===== config.mk =====
export PLATFORM = sky130hd
export DESIGN_NAME = ret_addr_stack
export DESIGN_NICKNAME = d
export VERILOG_FILES = /design/src/rtl/ras_pkg.sv /design/src/rtl/ras_store.sv /design/src/rtl/ras_ctrl.sv /design/src/rtl/ras_regs.sv /design/src/rtl/ret_addr_stack.sv
export SDC_FILE = /design/constraint.sdc
export NUM_CORES = 1
export LEC_CHECK = 0
export CAP_MARGIN = 10
export CORE_ASPECT_RATIO = 0.8
export CORE_MARGIN = 2
export CORE_UTILIZATION = 35
export CTS_BUF_LIST = sky130_fd_sc_hd__clkbuf_8
export DETAILED_ROUTE_END_ITERATION = 10
export PLACE_DENSITY = 0.52
export SYNTH_ARGS = -nofsm -noshare
export SYNTH_HDL_FRONTEND = slang
export SYNTH_SLANG_ARGS = --single-unit

===== constraint.sdc =====
create_clock -name clk -period 5.1 [get_ports clk]
set_input_delay 1.275 -clock clk [delete_from_list [all_inputs] [get_ports clk]]
set_output_delay 1.275 -clock clk [all_outputs]
set_load 0.01 [all_outputs]

===== src/rtl/ras_pkg.sv =====
package ras_pkg;
  typedef enum logic [1:0] {
    SEL_STATUS = 2'd0,
    SEL_TOS_LO = 2'd1,
    SEL_TOS_HI = 2'd2,
    SEL_TOS_UP = 2'd3
  } ras_sel_e;

  localparam int REG_W    = 8;
  localparam int FULL_BIT = 7;
  localparam int UNF_BIT  = 6;
endpackage


===== src/rtl/ras_store.sv =====
module ras_store #(
  parameter int ADDR_W = 21,
  parameter int PTR_W  = 5
) (
  input  logic              clk,
  input  logic              we,
  input  logic [PTR_W-1:0]  waddr,
  input  logic [ADDR_W-1:0] wdata,
  input  logic [PTR_W-1:0]  raddr,
  output logic [ADDR_W-1:0] rdata
);
  localparam int DEPTH = 1 << PTR_W;

  logic [ADDR_W-1:0] mem [DEPTH];

  always_ff @(posedge clk) begin
    if (we) mem[waddr] <= wdata;
  end

  assign rdata = mem[raddr];
endmodule


===== src/rtl/ras_ctrl.sv =====
module ras_ctrl
  import ras_pkg::*;
#(
  parameter int ADDR_W = 21,
  parameter int PTR_W  = 5
) (
  input  logic              clk,
  input  logic              rst,
  input  logic              push_i,
  input  logic [ADDR_W-1:0] push_addr_i,
  input  logic              pop_i,
  input  logic              reg_wr_i,
  input  ras_sel_e          reg_sel,
  input  logic [REG_W-1:0]  reg_wdata_i,
  input  logic [ADDR_W-1:0] tos_raw_i,
  output logic [PTR_W-1:0]  ptr_o,
  output logic              full_o,
  output logic              unf_o,
  output logic              mem_we_o,
  output logic [PTR_W-1:0]  mem_waddr_o,
  output logic [ADDR_W-1:0] mem_wdata_o,
  output logic [ADDR_W-1:0] pop_addr_o
);
  localparam int UP_W = ADDR_W - 16;
  localparam logic [PTR_W-1:0] PTR_MAX = '1;

  logic [PTR_W-1:0] ptr_q, ptr_d, push_ptr;
  logic             full_q, unf_q;
  logic             empty, do_pop, st_wr, tos_wr;
  logic             full_set, unf_set, full_keep, unf_keep;
  logic [ADDR_W-1:0] pop_q, merged;

  assign empty    = (ptr_q == '0);
  assign push_ptr = (ptr_q == PTR_MAX) ? ptr_q : ptr_q + 1'b1;
  assign do_pop   = pop_i && !push_i;
  assign st_wr    = reg_wr_i && (reg_sel == SEL_STATUS) && !push_i;
  assign tos_wr   = reg_wr_i && (reg_sel != SEL_STATUS) && !push_i && !empty;
  assign full_set = push_i && (push_ptr == PTR_MAX);
  assign unf_set  = do_pop && empty;
  assign full_keep = !(reg_wr_i && reg_sel == SEL_STATUS) || reg_wdata_i[FULL_BIT];
  assign unf_keep  = !(reg_wr_i && reg_sel == SEL_STATUS) || reg_wdata_i[UNF_BIT];

  always_comb begin
    merged = tos_raw_i;
    case (reg_sel)
      SEL_TOS_LO: merged[7:0]         = reg_wdata_i;
      SEL_TOS_HI: merged[15:8]        = reg_wdata_i;
      SEL_TOS_UP: merged[ADDR_W-1:16] = reg_wdata_i[UP_W-1:0];
      default:    merged              = tos_raw_i;
    endcase
  end

  always_comb begin
    ptr_d = ptr_q;
    if (push_i)           ptr_d = push_ptr;
    else if (do_pop)      ptr_d = empty ? ptr_q : ptr_q - 1'b1;
    else if (st_wr)       ptr_d = reg_wdata_i[PTR_W-1:0];
  end

  always_comb begin
    mem_we_o    = 1'b0;
    mem_waddr_o = ptr_q;
    mem_wdata_o = merged;
    if (push_i) begin
      mem_we_o    = 1'b1;
      mem_waddr_o = push_ptr;
      mem_wdata_o = push_addr_i;
    end else if (tos_wr) begin
      mem_we_o    = 1'b1;
    end
  end

  always_ff @(posedge clk) begin
    if (rst) begin
      ptr_q  <= '0;
      full_q <= 1'b0;
      unf_q  <= 1'b0;
      pop_q  <= '0;
    end else begin
      ptr_q  <= ptr_d;
      full_q <= (full_q && full_keep) || full_set;
      unf_q  <= (unf_q && unf_keep) || unf_set;
      if (do_pop) pop_q <= empty ? '0 : tos_raw_i;
    end
  end

  assign ptr_o      = ptr_q;
  assign full_o     = full_q;
  assign unf_o      = unf_q;
  assign pop_addr_o = pop_q;


  push_inc_chk: assert property (@(posedge clk) disable iff (rst)
    push_i && ptr_q != PTR_MAX |=> ptr_q == $past(ptr_q) + 1'b1);

  pop_dec_chk: assert property (@(posedge clk) disable iff (rst)
    pop_i && !push_i && ptr_q != '0 |=> ptr_q == $past(ptr_q) - 1'b1);

  empty_pop_chk: assert property (@(posedge clk) disable iff (rst)
    pop_i && !push_i && ptr_q == '0 |=> unf_q && ptr_q == '0 && pop_addr_o == '0);

  full_hold_chk: assert property (@(posedge clk) disable iff (rst)
    push_i && ptr_q == PTR_MAX |=> full_q && ptr_q == PTR_MAX);

  unf_sticky_chk: assert property (@(posedge clk) disable iff (rst)
    unf_q && !(reg_wr_i && reg_sel == SEL_STATUS && !reg_wdata_i[UNF_BIT]) |=> unf_q);

  set_wins_chk: assert property (@(posedge clk) disable iff (rst)
    push_i && ptr_q >= PTR_MAX - 1'b1 |=> full_q);

  pop_drop_chk: assert property (@(posedge clk) disable iff (rst)
    push_i && pop_i |=> $stable(pop_addr_o));
endmodule


===== src/rtl/ras_regs.sv =====
module ras_regs
  import ras_pkg::*;
#(
  parameter int ADDR_W = 21,
  parameter int PTR_W  = 5
) (
  input  logic              clk,
  input  logic              rst,
  input  ras_sel_e          reg_sel,
  input  logic [PTR_W-1:0]  ptr_i,
  input  logic              full_i,
  input  logic              unf_i,
  input  logic [ADDR_W-1:0] tos_raw_i,
  output logic [REG_W-1:0]  rdata_o
);
  logic [ADDR_W-1:0] tos;
  logic [REG_W-1:0]  status, upper, rd_d;

  assign tos = (ptr_i == '0) ? '0 : tos_raw_i;

  always_comb begin
    status = '0;
    status[FULL_BIT]   = full_i;
    status[UNF_BIT]    = unf_i;
    status[PTR_W-1:0]  = ptr_i;
    upper = '0;
    upper[ADDR_W-17:0] = tos[ADDR_W-1:16];
  end

  always_comb begin
    case (reg_sel)
      SEL_TOS_LO: rd_d = tos[7:0];
      SEL_TOS_HI: rd_d = tos[15:8];
      SEL_TOS_UP: rd_d = upper;
      default:    rd_d = status;
    endcase
  end

  always_ff @(posedge clk) begin
    if (rst) rdata_o <= '0;
    else     rdata_o <= rd_d;
  end


  status_gap_chk: assert property (@(posedge clk) disable iff (rst)
    reg_sel == SEL_STATUS |=> rdata_o[5] == 1'b0);

  empty_tos_chk: assert property (@(posedge clk) disable iff (rst)
    reg_sel != SEL_STATUS && ptr_i == '0 |=> rdata_o == '0);
endmodule


===== src/rtl/ret_addr_stack.sv =====
module ret_addr_stack
  import ras_pkg::*;
#(
  parameter int ADDR_W = 21,
  parameter int PTR_W  = 5
) (
  input  logic              clk,
  input  logic              rst,
  input  logic              push_i,
  input  logic [ADDR_W-1:0] push_addr_i,
  input  logic              pop_i,
  output logic [ADDR_W-1:0] pop_addr_o,
  input  logic              reg_wr_i,
  input  logic [1:0]        reg_sel_i,
  input  logic [REG_W-1:0]  reg_wdata_i,
  output logic [REG_W-1:0]  reg_rdata_o
);
  ras_sel_e          sel;
  logic [PTR_W-1:0]  ptr, waddr;
  logic              full, unf, we;
  logic [ADDR_W-1:0] tos_raw, wdata;

  assign sel = ras_sel_e'(reg_sel_i);

  ras_ctrl #(.ADDR_W(ADDR_W), .PTR_W(PTR_W)) u_ctrl (
    .clk(clk), .rst(rst), .push_i(push_i), .push_addr_i(push_addr_i),
    .pop_i(pop_i), .reg_wr_i(reg_wr_i), .reg_sel(sel),
    .reg_wdata_i(reg_wdata_i), .tos_raw_i(tos_raw), .ptr_o(ptr),
    .full_o(full), .unf_o(unf), .mem_we_o(we), .mem_waddr_o(waddr),
    .mem_wdata_o(wdata), .pop_addr_o(pop_addr_o)
  );

  ras_store #(.ADDR_W(ADDR_W), .PTR_W(PTR_W)) u_store (
    .clk(clk), .we(we), .waddr(waddr), .wdata(wdata),
    .raddr(ptr), .rdata(tos_raw)
  );

  ras_regs #(.ADDR_W(ADDR_W), .PTR_W(PTR_W)) u_regs (
    .clk(clk), .rst(rst), .reg_sel(sel), .ptr_i(ptr), .full_i(full),
    .unf_i(unf), .tos_raw_i(tos_raw), .rdata_o(reg_rdata_o)
  );
endmodule


==> flow_summary.ini <==
[power_and_ir_drop]
total_power_mw = 13.4
p_per_area_mw_per_mm2 = 407
ir_drop_uv = 219
power_frac_comb_pct = 15.5
p_sw_share_pct = 27.4
sequentialPowerShare_pct = 51.2
p_sw_mw = 3.69
p_leak_nw = 10.6
p_clk_share_pct = 33.3
intPower_mw = 9.76

[place]
place_hpwl_mm = 48.6
dpl_cell_area_mm2 = 0.0310
numPortBuffers = 64
dp_cells = 2785
pre_cts_ws_ns = 0.980
place.gp.congestion = 0.871

[finish]
fin_cells = 2981
design_area_mm2 = 0.0331
areaGrowthSynthToFinish_pct = 16.5
layout.nets = 1840
drive_gt1_share_pct = 21.1
nFillCells = 7198
final_cell_mix = 672 x edfxtp_1, 212 x mux2i_1, 115 x a22oi_1, 111 x clkbuf_8, 97 x buf_4
final_common_cell = edfxtp_1
fin_util_pct = 41.1

[global_routing]
grtUsageMet1_pct = 28.7
met2_usage_pct = 25.4
grt.overflow.total = 0
grt_pass1_wl_mm = 110
antenna_found_initial = 2
grt-busiest-layer = met1
grt_pass1_vias = 15500
grt_max_degree = 58
grt_use_met3_pct = 5.13
grt_util_all_layers_pct = 18.5

[worst_setup_path]
cp.required_ns = 5.51
critPathSlowestCell = dfxtp_1
critPathMaxStageDelay_ns = 0.71
crit_buf_inv = 1
path_class = flop to flop
arrival_ns = 4.14
critPathLaunchType = flop
critPathMaxFanout = 16
crit_family = compound AO/OA/AOI/OAI gates
cp-end-kind = flop
path_cells = ha_1, a21boi_1, a41oi_1, a32oi_1, or2_2, nor2_2, buf_4

[synthesis]
synth.avg_cell_area_um2 = 17.4
synth_edf_count = 672
synthCells = 1627
yosysUniqueCellTypes = 58
synth_top_cell_by_area = edfxtp_1
synthTopCellsByArea = edfxtp_1 71%, mux2i_1 7.5%, mux4_2 6.2%
synth_area_mm2 = 0.0284
yosysTopAreaCellShare_pct = 71.1
synthArstFlopShare_pct = 0
synthFlopType = edfxtp_1
ys_ff_latch = 713
synth_seq_area_share_pct = 74.0
syn-num-nets = 1665
ys_warn_count = 0

[sta]
period_needed_ns = 3.73
max_freq_mhz = 268
slew_headroom_pct = 27.2
setup_viol = 0
hold_viol = 0
rsz0062_at_grt = false
fin_ws_ns = 1.37
worstMarginPinSlew_ns = 1.09
setup_tns_ns = 0
drv_slew = 0
post-route-period-util_pct = 73.1
whs_ns = 0.438
finClkSkew_ns = 0.0239

[clock_tree]
clock_latency_ns = 0.73
clockRootBuffer = clkbuf_8
hold_buffers = 0
htree_levels = 3
cts_sinks = 713
clockBufferDepth = 3
cts-buffers-inserted = 107
clkSlewWorstSetupHoldPaths_ns = 0.06
cts_tree = done
ctsResizeCount = 0
cts_setup_buffers = 0

[routing]
totalWireLength_mm = 77.2
final_antenna_net_count = 0
viasPerCell = 5.27
vias = 15700
firstDrtPassIters = 6
routedWlPerCell_um = 25.9
drc = 0
drtIter0Drc = 1812

[floorplanning]
fp.dieW_um = 322
die_height_um = 259
rows = 93
pin_count = 65
die_area_mm2 = 0.0834
initial_core_util_pct = 35.3
core_mm2 = 0.0804

[job]
max-cap-violations = 0

[min_path]
hold_path_class = flop to flop

[run_status]
status = completed
[registers in the layout, summed over array words and instances, names as in the netlist, named ones only]
signal and cells:
u_ctrl.full_o 1, u_store.mem 672, u_regs.rdata_o 8, u_ctrl.unf_o 1, u_ctrl.pop_addr_o 21, u_ctrl.ptr_o 5
[area by class of cell]
cell class                      count  area, um^2  area share [%]
Sequential cell                   713       21000            63.5
Multi-Input combinational cell    809        7200            21.8
Clock buffer                      111        1530            4.62
Timing Repair Buffer              165        1440            4.37
Tap cell                         1092        1370            4.13
Clock inverter                     84         500            1.51
Inverter                            6        22.5          0.0681
Antenna cell                        1        2.50         0.00757
[power by group through the flow]
stage                     combinational [mW]  clock (mW)  sequential [mW]
after floorplan                         1.15           0             6.96
after global placement                  2.04           0             7.01
after detailed placement                2.07           0             7.01
after CTS                               2.08        4.60             6.89
after global routing                    2.21        4.84             6.91
final                                   2.08        4.47             6.89
[cells in the mapped netlist, types with 2 or more instances]
cell	n
buf_1	5
and2_1	2
inv_1	4
xnor2_1	3
mux2i_1	212
nand2b_1	3
or3b_1	2
nand2_1	82
a2bb2oi_1	4
nor2_1	75
ha_1	2
dfxtp_1	41
mux4_1	2
nand3_1	32
a31oi_1	4
mux4_2	78
o31ai_1	13
o21ai_0	26
a21oi_1	30
or2_2	4
buf_6	4
clkbuf_1	55
o21bai_1	5
a32oi_1	2
a41oi_1	6
edfxtp_1	672
o21ai_1	46
a211oi_1	4
a22oi_1	115
mux2_2	6
nor3b_1	2
nor2b_1	8
nor3_1	21
buf_2	20
buf_4	14
[metal layers]
metal | vias to the layer above | share of wire, %
li1 | 6901 | -
met1 | 8090 | 48
met2 | 605 | 42
met3 | 101 | 8.7
met4 | 0 | 1.6
met5 | - | 0
[tightest hold or removal path, delay by kind of cell, from the launching register on]
kind	cells	cell delay [ns]
flip-flops	1	0.31
AND/OR/NAND/NOR	2	0.09
[cell families after synthesis]
logic type               synth area share, %
AO/OA/AOI/OAI                           6.21
adder cells (fa/ha/maj)               0.0881
AND/OR/NAND/NOR                         3.69
multiplexers                            14.1
flip-flops                              74.0
XOR/XNOR                              0.0926
buffers and inverters                   1.81
[worst paths after layout]
path	startpoint	end	slack [ns]	cells after the start
max reg2reg	u_ctrl.ptr_o[0]	u_store.mem[12][16]	1.37	7
min	u_ctrl.unf_o	u_regs.rdata_o[6]	0.44	2
min reg2reg	u_ctrl.unf_o	u_regs.rdata_o[6]	0.44	2
max	u_ctrl.ptr_o[0]	u_store.mem[12][16]	1.37	7
Power figures use the tool's default switching activity.
